`src/rtl/flash_irq_pkg.sv`:
```
package flash_irq_pkg;

    localparam int REG_W = 32;
    localparam int ADR_W = 2;

    localparam int B_ACCESS     = 0;
    localparam int B_DONE       = 1;
    localparam int B_EEPROM     = 2;
    localparam int B_PUMP       = 9;
    localparam int B_BAD_DATA   = 10;
    localparam int B_ERASE_FAIL = 11;
    localparam int B_PROG_FAIL  = 13;

    localparam logic [REG_W-1:0] IMPL_MASK =
        (REG_W'(1) << B_ACCESS)   | (REG_W'(1) << B_DONE)       |
        (REG_W'(1) << B_EEPROM)   | (REG_W'(1) << B_PUMP)       |
        (REG_W'(1) << B_BAD_DATA) | (REG_W'(1) << B_ERASE_FAIL) |
        (REG_W'(1) << B_PROG_FAIL);

    typedef enum logic [ADR_W-1:0] {
        A_RAW    = 2'd0,
        A_MASK   = 2'd1,
        A_MASKED = 2'd2,
        A_CLEAR  = 2'd3
    } reg_addr_e;

    typedef struct packed {
        logic prog_fail;
        logic erase_fail;
        logic bad_data;
        logic pump;
        logic eeprom;
        logic done;
        logic access;
    } evt_t;

    typedef struct packed {
        logic             wr;
        reg_addr_e        addr;
        logic [REG_W-1:0] wdata;
    } reg_req_t;

    function automatic logic [REG_W-1:0] evt_to_vec(evt_t e);
        logic [REG_W-1:0] v;
        v = '0;
        v[B_ACCESS]     = e.access;
        v[B_DONE]       = e.done;
        v[B_EEPROM]     = e.eeprom;
        v[B_PUMP]       = e.pump;
        v[B_BAD_DATA]   = e.bad_data;
        v[B_ERASE_FAIL] = e.erase_fail;
        v[B_PROG_FAIL]  = e.prog_fail;
        return v;
    endfunction

endpackage

```
`src/rtl/fis_overwrite_check.sv`:
```
module fis_overwrite_check #(
    parameter int DATA_W = 32
) (
    input  logic              valid_i,
    input  logic [DATA_W-1:0] stored_i,
    input  logic [DATA_W-1:0] req_i,
    output logic              bad_o
);
    logic [DATA_W-1:0] rise_bits;

    always_comb begin
        rise_bits = ~stored_i & req_i;
        bad_o     = valid_i & (|rise_bits);
    end
endmodule

```
`src/rtl/fis_raw_status.sv`:
```
module fis_raw_status
    import flash_irq_pkg::*;
(
    input  logic             clk,
    input  logic             rst,
    input  logic [REG_W-1:0] set_i,
    input  logic [REG_W-1:0] clr_i,
    output logic [REG_W-1:0] raw_o
);
    for (genvar b = 0; b < REG_W; b++) begin : g_bit
        if (IMPL_MASK[b]) begin : g_impl
            logic q;
            always_ff @(posedge clk) begin
                if (rst)           q <= 1'b0;
                else if (set_i[b]) q <= 1'b1;
                else if (clr_i[b]) q <= 1'b0;
            end
            assign raw_o[b] = q;
        end else begin : g_rsv
            assign raw_o[b] = 1'b0;
        end
    end
endmodule

```
`src/rtl/fis_reg_if.sv`:
```
module fis_reg_if
    import flash_irq_pkg::*;
(
    input  logic             clk,
    input  logic             rst,
    input  reg_req_t         req_i,
    input  logic [REG_W-1:0] raw_i,
    output logic [REG_W-1:0] mask_o,
    output logic [REG_W-1:0] clr_o,
    output logic [REG_W-1:0] masked_o,
    output logic [REG_W-1:0] rdata_o
);
    logic [REG_W-1:0] mask_q;

    always_ff @(posedge clk) begin
        if (rst)
            mask_q <= '0;
        else if (req_i.wr && req_i.addr == A_MASK)
            mask_q <= req_i.wdata & IMPL_MASK;
    end

    always_comb begin
        mask_o   = mask_q;
        masked_o = raw_i & mask_q;
        clr_o    = (req_i.wr && req_i.addr == A_CLEAR) ? (req_i.wdata & IMPL_MASK) : '0;
        unique case (req_i.addr)
            A_RAW:    rdata_o = raw_i;
            A_MASK:   rdata_o = mask_q;
            A_MASKED: rdata_o = masked_o;
            A_CLEAR:  rdata_o = '0;
            default:  rdata_o = '0;
        endcase
    end
endmodule

```
`src/rtl/flash_irq_status.sv`:
```
module flash_irq_status
    import flash_irq_pkg::*;
#(
    parameter int DATA_W = 32
) (
    input  logic              clk,
    input  logic              rst,
    input  logic              ev_access_i,
    input  logic              ev_done_i,
    input  logic              ev_eeprom_i,
    input  logic              ev_pump_i,
    input  logic              ev_erase_fail_i,
    input  logic              ev_prog_fail_i,
    input  logic              chk_valid_i,
    input  logic [DATA_W-1:0] chk_stored_i,
    input  logic [DATA_W-1:0] chk_req_i,
    input  logic              reg_wr_i,
    input  logic [1:0]        reg_addr_i,
    input  logic [31:0]       reg_wdata_i,
    output logic [31:0]       reg_rdata_o,
    output logic              irq_o
);
    evt_t             evt;
    reg_req_t         req;
    logic             bad_data;
    logic [REG_W-1:0] set_vec;
    logic [REG_W-1:0] clr_vec;
    logic [REG_W-1:0] raw_q;
    logic [REG_W-1:0] mask_q;
    logic [REG_W-1:0] masked;

    fis_overwrite_check #(.DATA_W(DATA_W)) u_ovw (
        .valid_i  (chk_valid_i),
        .stored_i (chk_stored_i),
        .req_i    (chk_req_i),
        .bad_o    (bad_data)
    );

    always_comb begin
        evt.access     = ev_access_i;
        evt.done       = ev_done_i;
        evt.eeprom     = ev_eeprom_i;
        evt.pump       = ev_pump_i;
        evt.bad_data   = bad_data;
        evt.erase_fail = ev_erase_fail_i;
        evt.prog_fail  = ev_prog_fail_i;
        set_vec        = evt_to_vec(evt);
        req.wr         = reg_wr_i;
        req.addr       = reg_addr_e'(reg_addr_i);
        req.wdata      = reg_wdata_i;
    end

    fis_raw_status u_raw (
        .clk   (clk),
        .rst   (rst),
        .set_i (set_vec),
        .clr_i (clr_vec),
        .raw_o (raw_q)
    );

    fis_reg_if u_regs (
        .clk      (clk),
        .rst      (rst),
        .req_i    (req),
        .raw_i    (raw_q),
        .mask_o   (mask_q),
        .clr_o    (clr_vec),
        .masked_o (masked),
        .rdata_o  (reg_rdata_o)
    );

    assign irq_o = |masked;
endmodule

```
`config.mk`:
```
export PLATFORM = sky130hd
export DESIGN_NAME = flash_irq_status
export DESIGN_NICKNAME = d
export VERILOG_FILES = /design/src/rtl/flash_irq_pkg.sv /design/src/rtl/fis_overwrite_check.sv /design/src/rtl/fis_raw_status.sv /design/src/rtl/fis_reg_if.sv /design/src/rtl/flash_irq_status.sv
export SDC_FILE = /design/constraint.sdc
export NUM_CORES = 1
export LEC_CHECK = 0
export ABC_AREA = 0
export BUFFER_PORTS_ARGS = -buffer_cell sky130_fd_sc_hd__buf_2
export CORE_MARGIN = 10
export CORE_UTILIZATION = 38
export CTS_BUF_LIST = sky130_fd_sc_hd__clkbuf_16
export DETAILED_ROUTE_END_ITERATION = 10
export PLACE_DENSITY_LB_ADDON = 0.1
export SETUP_SLACK_MARGIN = 0.1
export SLEW_MARGIN = 20
export SYNTH_ARGS = -nofsm -noshare
export SYNTH_HDL_FRONTEND = slang
export SYNTH_HIERARCHICAL = 1
export SYNTH_SLANG_ARGS = --single-unit
```
`constraint.sdc`:
```
create_clock -name clk -period 3.5 [get_ports clk]
set_input_delay 0.7 -clock clk [delete_from_list [all_inputs] [get_ports clk]]
set_output_delay 0.7 -clock clk [all_outputs]
set_load 0.01 [all_outputs]
```
### Word level (Yosys, flattened, before mapping)

Index checks and enable logic that the tools add are counted.

| word-level totals | value |
|---|---|
| flip-flop bits (word level) | 14 |
| input bits | 108 |
| output and inout port bits | 33 |

| operators by class | value |
|---|---|
| equality and inequality tests | 3 |
| muxes and demuxes | 16 |
| bitwise gates (word level) | 4 |
| reductions and logical operators | 12 |

Operator list:

| cell | number |
|---|---|
| 32-bit case mux with 4 select lines | 1 |
| 32-bit OR reduction | 2 |
| 32-bit AND | 1 |
| 32-bit NOT | 1 |
| 14-bit AND | 1 |
| 1-bit 2-to-1 mux | 14 |
| 14-bit 2-to-1 mux | 1 |
| 2-bit nonzero test | 7 |
| 2-bit == test (second input constant) | 2 |
| 2-bit by 1-bit == test with 1-bit output (second input constant) | 1 |
| 1-bit logical AND | 2 |
| 2-bit logical NOT | 1 |
| 1-bit AND | 1 |

### Logic depth before layout (Yosys ltp)

| depth | value |
|---|---|
| depth after elaboration | 5 |
| mapped depth | 6 |
| mapped depth without buffers | 6 |

### By module

Netlist, hierarchy kept.

Modules (own cells, without submodules):

| module | times used | cells an instance | area each (µm²) | seq. area each (µm²) |
|---|---|---|---|---|
| fis_reg_if | 1 | 174 | 1217.4 | 140.1 |
| fis_raw_status | 1 | 61 | 541.8 | 140.1 |
| fis_overwrite_check | 1 | 54 | 257.7 | 0.0 |
| flash_irq_status | 1 | 12 | 78.8 | 0.0 |

### Least setup slack after synthesis

No wires, ideal clock.

| timing | value |
|---|---|
| kind | in2out |
| from | input reg_addr_i[0] |
| to | output reg_rdata_o[11] |
| arrival | 1.287 ns |
| data required time | 2.800 ns |
| path slack | 1.513 ns |
| stages on the path | 3 |
| path buffers | 1 |
| cells stage by stage | nor2_1 > buf_2 > a22o_1 |

| between the ends | value |
|---|---|
| word-level cells in the longest chain between the ends | 2 |
| elaborated cells on any way between the ends | 5 |
| those cells by class | eq/ne: 3; mux: 1; reduce/logical: 1 |

RTL lines:

| what | RTL line | source |
|---|---|---|
| start: declaration | flash_irq_status.sv:18 | `input logic [1:0] reg_addr_i,` |
| 2-bit == test, or another cell as far along | fis_reg_if.sv:26 | `unique case (req_i.addr)` |
| 32-bit case mux with 4 select lines * | fis_reg_if.sv:26 |  |
| end: declaration | flash_irq_status.sv:20 | `output logic [31:0] reg_rdata_o,` |

Mark *: on every way between the ends. The rest lies on a longest branch, timed or not. The select of a mux whose other input is x is not followed.

### Worst setup path after layout

| timing | value |
|---|---|
| from | input reg_addr_i[0] |
| to | output reg_rdata_o[1] |

Same word-level chain as after synthesis.

==> out/metrics.yaml <==
n_antenna_cell: 0
rr_endpoint: "u_raw/g_bit[9].g_impl.q"
drc: 0
cp_slowest_cell: "buf_4"
synthCells: 250
hpwl_um: 4072
place_area_sq_um: 1969
post_cts_buffers: 0
io_pins: 141
critPathKind: "in -> out"
yosys_warnings: 6
arrival_ps: 1710
max_cap_viol_count: 0
cts.sinks: 14
hp-class: "reg -> reg"
crit_top_cell: "buf_2"
hold_buffers: 0
antenna_found_initial: 0
setup_ws_ps: 1088
min_period_ps: 2412
grt-ovfl-total: 0
initial_core_util: 0.3943
syn-cell-area_sq_um: 1717
nets: 440
ir_drop_v: 0.0001440
drive_above_1_share: 0.3082
coreArea_sq_um: 4354
port_buffers: 90
cts_root_buffer: "clkbuf_16"
outcome: "complete, no violations"
clock_latency_ps: 240
min_from: "u_regs/mask_o[13]"
post-route-util: 0.4704
slowest_delay_ps: 290
numCtsBuffers: 3
hold_end: "u_regs/mask_o[13]"
grt_usage: 0.1145
cp_max_fo: 28
grt_max_degree: 29
cts_tree: "yes"
grt_pass1_wl_um: 7320
syn2layout_area_growth_pct: 19.31
die_w_um: 87.21
die_h_um: 87.21
timing.fmax_mhz: 414.6
clk_pin_slew_worst_paths_ps: 50
maxSlewViolCount: 0
required_ps: 2800
end_kind: "primary output"
crit_path_start_kind: "input port"
wl_per_cell_um: 11.93
whs_path_depth: 2
first_pass_iters: 4
clockBufferDepth: 2
finalSetupTns_ps: 0
fin_skew_ps: 0
grt_pass1_vias: 1592
period_share: 0.6892
r2r_setup_slack_ps: 2840
crit_chain: "buf_2 > nor2_1 > buf_4 > a22o_1 > buf_2"
rsz0062_at_grt: "no"
p_leak_uw: 0.001183
drt_iter0_drc: 40
post_cts_resized: 0
drt_wl_total_um: 4568
post-place-ws_ps: 1050
antenna_left: 0
finalInstanceArea_sq_um: 2048
die_area_sq_um: 7606
setup_viol: 0
h-tree-depth: 1
place.gp.congestion: 0.6693
powerDensity_nw_per_um2: 259.3
timing.rr.start: "u_raw/g_bit[9].g_impl.q"
syn_area_per_cell_sq_um: 6.867
fp-row-count: 24
ff2ff_path_depth: 2
routed_via_density: 4.068
dr_total_vias: 1558
hold_viol: 0
==> worst max-delay path by stage <==
stage                  start               to  cells after the start
2_1_floorplan  reg_addr_i[0]  reg_rdata_o[11]                      3
3_3_place_gp   reg_addr_i[0]   reg_rdata_o[1]                      5
3_5_place_dp   reg_addr_i[0]   reg_rdata_o[1]                      5
4_1_cts        reg_addr_i[0]   reg_rdata_o[1]                      5
5_1_grt        reg_addr_i[0]   reg_rdata_o[1]                      5
6_report       reg_addr_i[0]   reg_rdata_o[1]                      5
==> report_power, final <==
group	switching (uW)	internal (uW)	leakage, uW	total, uW
combinational	65.2	71.3	0.00103	136
clock	65.3	151	0.0000385	216
sequential	9.81	168	0.000116	178
total	140	391	0.00118	531
==> area by class of cell <==
| class | count | area, sq um |
|---|---|---|
| inverters | 47 | 176.4 |
| well taps | 52 | 65.06 |
| clock inverters | 1 | 3.754 |
| flip-flops and latches | 14 | 280.3 |
| repair buffers | 91 | 457.9 |
| multi-input cells | 175 | 989.7 |
| clock buffers | 3 | 75.07 |
| fillers | 490 | 2306 |
==> per-stage QoR <==
stage / hold slack (ps) / total power (uW) / std cells
2_1_floorplan: 438.4 / 303.2 / 298
3_3_place_gp: 454.9 / 315.3 / 379
3_5_place_dp: 458.5 / 317.8 / 379
4_1_cts: 463.4 / 537.2 / 383
5_1_grt: 487.7 / 569.0 / 383
6_report: 466.4 / 531.1 / 383
==> sequential cells by signal, indices dropped and copies added, names as in the netlist <==
| register | flops |
|---|---|
| u_raw/g_bit.g_impl.q | 7 |
| u_regs/mask_o | 7 |
==> layout by cell type (no fill, tap or decap), drive strengths merged <==
cell type   n
buf        91
conb       50
inv        47
and2       39
o22ai      16
a21oi      14
dfxtp      14
nand2      14
nor4       12
nand2b      7
o21ai       7
a22o        7
clkbuf      3
nand4       2
or2         1
clkinv      1
a41oi       1
or2b        1
nor2        1
and3        1
and3b       1
nand3b      1
==> critical path, delay by kind of cell <==
kind	cells	cell delay, ps
simple gates	1	220
buf+inv	3	590
compound gates	1	190
==> per-layer routing <==
metal / up-vias / track usage / part of all wire
li1: 856 / - / -
met1: 645 / 0.1170 / 0.36
met2: 55 / 0.2052 / 0.51
met3: 2 / 0.05524 / 0.12
met4: 0 / 0.02609 / 0.0039
met5: - / 0 / 0
Note: power is estimated with default switching activity, not from simulation.
